### config.mk
export PLATFORM = sky130hd
export DESIGN_NAME = can_mode_seq
export DESIGN_NICKNAME = d
export VERILOG_FILES = /design/src/rtl/can_mode_pkg.sv /design/src/rtl/can_mode_fsm.sv /design/src/rtl/can_ctl_cfg.sv /design/src/rtl/can_gated_reg.sv /design/src/rtl/can_mode_seq.sv
export SDC_FILE = /design/constraint.sdc
export NUM_CORES = 1
export LEC_CHECK = 0
export BUFFER_PORTS_ARGS = -buffer_cell sky130_fd_sc_hd__buf_2
export CORE_ASPECT_RATIO = 0.6
export CORE_MARGIN = 2
export CORE_UTILIZATION = 30
export DETAILED_ROUTE_END_ITERATION = 6
export GPL_ROUTABILITY_DRIVEN = 0
export HOLD_SLACK_MARGIN = 0.08
export SYNTH_ARGS = -nofsm -noshare
export SYNTH_HDL_FRONTEND = slang
export SYNTH_SLANG_ARGS = --single-unit
### constraint.sdc
create_clock -name clk -period 1.67 [get_ports clk]
set_clock_uncertainty 0.1 [all_clocks]
set_input_delay 0.334 -clock clk [delete_from_list [all_inputs] [get_ports clk]]
set_output_delay 0.334 -clock clk [all_outputs]
set_load 0.005 [all_outputs]
### src/rtl/can_mode_pkg.sv
package can_mode_pkg;

    typedef enum logic [1:0] {
        MODE_OPER  = 2'd0,
        MODE_RESET = 2'd1,
        MODE_HALT  = 2'd2,
        MODE_SLEEP = 2'd3
    } mode_e;

    localparam int CTL_W      = 16;
    localparam int SLP_BIT    = 10;
    localparam int HLT_BIT    = 9;
    localparam int RST_BIT    = 8;
    localparam int BOM_LO     = 11;
    localparam int TPM_BIT    = 4;
    localparam int IDM_BIT    = 2;
    localparam logic [1:0] BOM_AUTOHALT = 2'b01;

    localparam int ADDR_CTL = 0;
    localparam int ADDR_BT  = 1;
    localparam int ADDR_CS  = 2;

    // Mode masks: bit index is the mode_e value
    localparam logic [3:0] ALLOW_RST_HLT = 4'b0110;
    localparam logic [3:0] ALLOW_RST     = 4'b0010;

    typedef struct packed {
        logic [1:0] bom;
        logic       tpm;
        logic       idm;
    } ctl_cfg_t;

    typedef struct packed {
        logic       sleep;
        logic [1:0] rh;   // {halt, reset}
    } mode_req_t;

    function automatic ctl_cfg_t decode_cfg(input logic [CTL_W-1:0] w);
        ctl_cfg_t c;
        c.bom = w[BOM_LO+1:BOM_LO];
        c.tpm = w[TPM_BIT];
        c.idm = w[IDM_BIT];
        return c;
    endfunction

    function automatic mode_req_t decode_req(input logic [CTL_W-1:0] w);
        mode_req_t r;
        r.sleep = w[SLP_BIT];
        r.rh    = {w[HLT_BIT], w[RST_BIT]};
        return r;
    endfunction

    function automatic mode_e field_mode(input logic [1:0] rh);
        mode_e m;
        case (rh)
            2'b00:   m = MODE_OPER;
            2'b10:   m = MODE_HALT;
            default: m = MODE_RESET;
        endcase
        return m;
    endfunction

endpackage

### src/rtl/can_mode_fsm.sv
module can_mode_fsm
    import can_mode_pkg::*;
(
    input  logic      clk,
    input  logic      rst,
    input  logic      ctl_wr,
    input  mode_req_t req,
    input  logic      bus_off,
    input  logic      auto_halt,
    output mode_e     mode
);
    mode_e mode_q, mode_d;

    always_comb begin
        mode_d = mode_q;
        if (ctl_wr) begin
            unique case (mode_q)
                MODE_SLEEP: mode_d = req.sleep ? MODE_SLEEP : MODE_RESET;
                MODE_RESET: mode_d = req.sleep ? MODE_SLEEP : field_mode(req.rh);
                default:    mode_d = field_mode(req.rh);
            endcase
        end
        if (mode_q == MODE_OPER && bus_off && auto_halt)
            mode_d = MODE_HALT;
    end

    always_ff @(posedge clk) begin
        if (rst) mode_q <= MODE_SLEEP;
        else     mode_q <= mode_d;
    end

    assign mode = mode_q;
endmodule

### src/rtl/can_ctl_cfg.sv
module can_ctl_cfg
    import can_mode_pkg::*;
(
    input  logic     clk,
    input  logic     rst,
    input  logic     ctl_wr,
    input  ctl_cfg_t cfg_in,
    output ctl_cfg_t cfg
);
    ctl_cfg_t cfg_q;

    always_ff @(posedge clk) begin
        if (rst)         cfg_q <= '0;
        else if (ctl_wr) cfg_q <= cfg_in;
    end

    assign cfg = cfg_q;
endmodule

### src/rtl/can_gated_reg.sv
module can_gated_reg
    import can_mode_pkg::*;
#(
    parameter int         W     = 8,
    parameter logic [3:0] ALLOW = 4'b0010
) (
    input  logic         clk,
    input  logic         rst,
    input  logic         wr,
    input  mode_e        mode,
    input  logic [W-1:0] wdata,
    output logic [W-1:0] q
);
    logic [W-1:0] q_r;
    logic         permit;

    assign permit = ALLOW[mode];

    always_ff @(posedge clk) begin
        if (rst)                q_r <= '0;
        else if (wr && permit)  q_r <= wdata;
    end

    assign q = q_r;
endmodule

### src/rtl/can_mode_seq.sv
module can_mode_seq
    import can_mode_pkg::*;
#(
    parameter int ADDR_W = 2,
    parameter int DATA_W = 16,
    parameter int BT_W   = 16,
    parameter int CS_W   = 8
) (
    input  logic              clk,
    input  logic              rst,
    input  logic              host_wr,
    input  logic [ADDR_W-1:0] host_addr,
    input  logic [DATA_W-1:0] host_wdata,
    input  logic              bus_off_i,
    output logic [1:0]        mode_o,
    output logic [BT_W-1:0]   bit_timing_o,
    output logic [CS_W-1:0]   clk_sel_o,
    output logic              tx_prio_o,
    output logic              id_mixed_o,
    output logic [1:0]        busoff_mode_o
);
    logic ctl_wr, bt_wr, cs_wr;
    mode_e    mode;
    ctl_cfg_t cfg;
    logic [CTL_W-1:0] ctl_word;

    assign ctl_word = host_wdata[CTL_W-1:0];
    assign ctl_wr = host_wr && (host_addr == ADDR_W'(ADDR_CTL));
    assign bt_wr  = host_wr && (host_addr == ADDR_W'(ADDR_BT));
    assign cs_wr  = host_wr && (host_addr == ADDR_W'(ADDR_CS));

    can_mode_fsm u_fsm (
        .clk       (clk),
        .rst       (rst),
        .ctl_wr    (ctl_wr),
        .req       (decode_req(ctl_word)),
        .bus_off   (bus_off_i),
        .auto_halt (cfg.bom == BOM_AUTOHALT),
        .mode      (mode)
    );

    can_ctl_cfg u_cfg (
        .clk    (clk),
        .rst    (rst),
        .ctl_wr (ctl_wr),
        .cfg_in (decode_cfg(ctl_word)),
        .cfg    (cfg)
    );

    can_gated_reg #(.W(BT_W), .ALLOW(ALLOW_RST_HLT)) u_bt (
        .clk   (clk),
        .rst   (rst),
        .wr    (bt_wr),
        .mode  (mode),
        .wdata (host_wdata[BT_W-1:0]),
        .q     (bit_timing_o)
    );

    can_gated_reg #(.W(CS_W), .ALLOW(ALLOW_RST)) u_cs (
        .clk   (clk),
        .rst   (rst),
        .wr    (cs_wr),
        .mode  (mode),
        .wdata (host_wdata[CS_W-1:0]),
        .q     (clk_sel_o)
    );

    assign mode_o        = mode;
    assign tx_prio_o     = cfg.tpm;
    assign id_mixed_o    = cfg.idm;
    assign busoff_mode_o = cfg.bom;
endmodule

==> flow_results.org <==
** Setup path
- Crit Path Category :: reg2reg
- Data on the critical path is required at its endpoint by 1.77 ns.
- For flop-to-flop paths, the worst setup slack is roughly 0.15 ns.
- In this run the critical register-to-register path is launched from u_fsm.mode[1].
- Counting cells, the worst reg-to-reg path comes to 5.
- Critical path data arrival time :: ~1.6 ns
- CP Max Fanout :: 16
- The worst register-to-register path ends at u_bt.q[1].
- STA classifies the critical path startpoint as a flop.
- Endpoint type of the worst setup path :: flop

** Floorplan
- Die outline height :: around 53 um
- Measured along the x axis, the die boundary spans roughly 85 um.
- Core area :: between 3000 and 4000 sq um
- The initial utilization of the core area, before any placement, comes to 0.316.
- The initialized floorplan defines 17 standard-cell rows.
- Full die area :: approximately 4500 sq um
- During I/O placement, the number of pins put on the boundary was 52.

** Synth
- After synthesis the netlist holds a flip-flop and latch count of 30.
- Post-synthesis cell area :: roughly 1200 sq um
- Portion of the post-synthesis area used by sequential elements :: 0.510
- Synthesized area per cell :: roughly 8.5 sq um
- Number of different library cells in the post-synthesis netlist :: 19
- During synthesis, Yosys emitted a total of 0 warnings.
- Synthesis produced between 100 and 150 cells.
- Synthesized net count :: approximately 160

** Placement
- I/O Buffers :: 51
- # placed instances :: roughly 240
- The HPWL after detailed placement is 2.24 mm.

** Detailed routing
- After detailed routing, the average wire length per cell comes to around 12 um.
- Total wire length after detailed routing :: 3.01 mm
- Drt first-iter violations :: a little over 40
- The first TritonRoute pass finished after 4 iterations.
- After detailed routing, the number of vias per cell comes to approximately 4.5.
- For this block, the via count after detailed routing is 1094.
- In the routed design, unresolved DRC markers number 0.
- The count of nets left with antenna violations once routing finished came out at 0.

** Final layout
- The net count of the finished layout is between 200 and 250.
- Area Overhead vs Synth :: 35.6%
- Final cell count without fillers :: roughly 240
- Share of final-layout standard cells stronger than drive strength 1 :: 0.337
- Diode insertion count for antenna repair :: 0
- Share of the core filled with cells in the final layout :: 0.429

** Timing
- In this run the tightest slew margin relative to its limit is 0.641.
- Ratio of final minimum period to clock period :: 0.908
- Adding up every negative setup slack in the final design gives 0 ns.
- Number of failing setup endpoints in the final timing report :: 0
- Static timing analysis puts the maximum clock frequency at about 660 MHz.
- Minimum hold slack :: about 0.2 ns
- Setup repair after global routing left no endpoint under its margin.
- Transition time at the pin with the least slew margin :: 0.539 ns
- Fin crit period :: between 1.5 and 2 ns
- The final count of hold timing violations came to 0.
- Final Max Tran Viols :: 0

** Run status
- Status :: complete, no violations

** CTS
- Root buffer cell :: sky130_fd_sc_hd__clkbuf_8
- TritonCTS built the clock tree.
- In this run the deepest clock path goes through 2 buffers.
- CTS H-Tree Depth :: 2
- Clock tree synthesis inserted a total of 5 buffers.
- The clock drives 30 sinks.
- Setup Buffers After CTS :: 0
- Clk_lat worst skew :: 0.27 ns
- Clock transition at path regs :: around 0.060 ns

** Global route
- Global route overflow :: 0
- The number of antenna violations at the first check in global routing came to 0.
- Vias in the first global route :: ~960
- In the global route stage, overall resource usage came out at 0.141.
- The first global-routing pass estimated around 4.8 mm of wire.
- Maximum number of pins on one net before global-route repair :: 31

** Hold path
- Destination of the worst hold path :: u_bt.q[13]
- Worst hold-check path type :: in2reg
- Along the worst hold path, the cell count comes to 3.
- Beginning of the worst hold path :: host_wdata[13]

** Power
- Total power after layout :: 1.42 mW
- VDD sags by at most about 0.47 mV.
- Leakage dissipation :: around 0.73 nW
- In this run the power density over the cells is slightly below 900 nW/um^2.

** Job
- Max-cap violations in this run came to 0.
[critical path, stage by stage, from the launching register on]
cell                      delay [ns]
sky130_fd_sc_hd__dfxtp_1        0.32
sky130_fd_sc_hd__inv_1          0.06
sky130_fd_sc_hd__ha_1           0.28
sky130_fd_sc_hd__and4b_2        0.45
sky130_fd_sc_hd__nand2_1        0.09
sky130_fd_sc_hd__a21oi_1        0.14
[cells in the final DEF, fill, tap and decap left out, drive strengths merged]
| cell | Yosys | final |
|---|---|---|
| and4b | 2 | 2 |
| nand4b | 3 | 3 |
| clkbuf | 6 | 7 |
| inv | 2 | 2 |
| mux2i | 4 | 4 |
| or3b | 1 | 1 |
| ha | 3 | 3 |
| buf | 2 | 57 |
| a2111oi | 1 | 1 |
| o21bai | 1 | 1 |
| a211oi | 1 | 1 |
| nor3b | 2 | 2 |
| a21oi | 24 | 24 |
| nand2 | 49 | 49 |
| o21ai | 2 | 2 |
| nand2b | 1 | 1 |
| clkinv | 0 | 1 |
| nand4bb | 1 | 1 |
| dfxtp | 30 | 30 |
| nor2 | 4 | 4 |
[state kept, by name, indices dropped and copies added (netlist names)]
name,count
u_bt.q,16
u_cfg.cfg,4
u_cs.q,8
u_fsm.mode,2
[cells in the mapped netlist (all sizes together)]
cell,n,area share
a2111oi,1,0.023
a211oi,1,0.0064
a21oi,24,0.10
and4b,2,0.017
buf,2,0.0085
clkbuf,6,0.019
dfxtp,30,0.51
ha,3,0.032
inv,2,0.0064
mux2i,4,0.034
nand2,49,0.16
nand2b,1,0.0053
nand4b,3,0.022
nand4bb,1,0.0096
nor2,4,0.013
nor3b,2,0.013
o21ai,2,0.0085
o21bai,1,0.0064
or3b,1,0.0074
[routing by layer]
layer  vias up  GRT usage  part of all wire
met5         -          0                 0
met4         0     0.0476            0.0086
met3         4     0.0488             0.077
met2        36      0.189              0.39
met1       478      0.206              0.53
li1        576          -                 -
[what timing repair did]
item / in CTS / in global routing
hold buffers: 0 / 0
setup endpoints to repair: 16 / 0
resized for setup: 1 / 0
endpoints found under the hold margin: 0 / 0
[report_power, final]
group	switching, mW	leakage, nW	internal, mW
Clock	0.255	0.0482	0.332
Sequential	0.00528	0.242	0.725
Combinational	0.0545	0.439	0.0464
[kinds of logic after synthesis]
kind of cell	Yosys count	synth area share
and+or+nand+nor	63	0.243
DFF	30	0.510
AOI/OAI and AO/OA	29	0.147
buffers and inverters	10	0.0340
muxes	4	0.0340
adders and majority gates	3	0.0319
[final cells by class]
class,count,area (sq um)
clock buffer,7,86.3
clock inverter,1,5.00
fill,392,2130
inverter,2,7.51
multi-input combinational,99,538
sequential,30,601
tap,47,58.8
timing repair buffer,57,300
[stage by stage]
| stage | instance area, sq um | setup slack, ns |
|---|---|---|
| final | 1600 | 0.154 |
| after floorplan | 1180 | 0.0492 |
| after global placement | 1500 | -0.0206 |
| after global routing | 1600 | 0.0199 |
| after detailed placement | 1500 | -0.0440 |
| after CTS | 1600 | 0.126 |
[how the worst max path moves through the flow]
| stage | start | depth (start not counted) | slack [ns] | endpoint |
|---|---|---|---|---|
| floorplan | u_fsm.mode[0] | 7 | 0.05 | u_bt.q[15] |
| global placement | u_fsm.mode[1] | 5 | -0.02 | u_bt.q[6] |
| detailed placement | u_fsm.mode[1] | 5 | -0.04 | u_bt.q[1] |
| CTS | u_fsm.mode[1] | 5 | 0.13 | u_bt.q[1] |
| global route | u_fsm.mode[1] | 5 | 0.02 | u_bt.q[1] |
| finish | u_fsm.mode[1] | 5 | 0.15 | u_bt.q[1] |
Power figures use the tool's default switching activity.
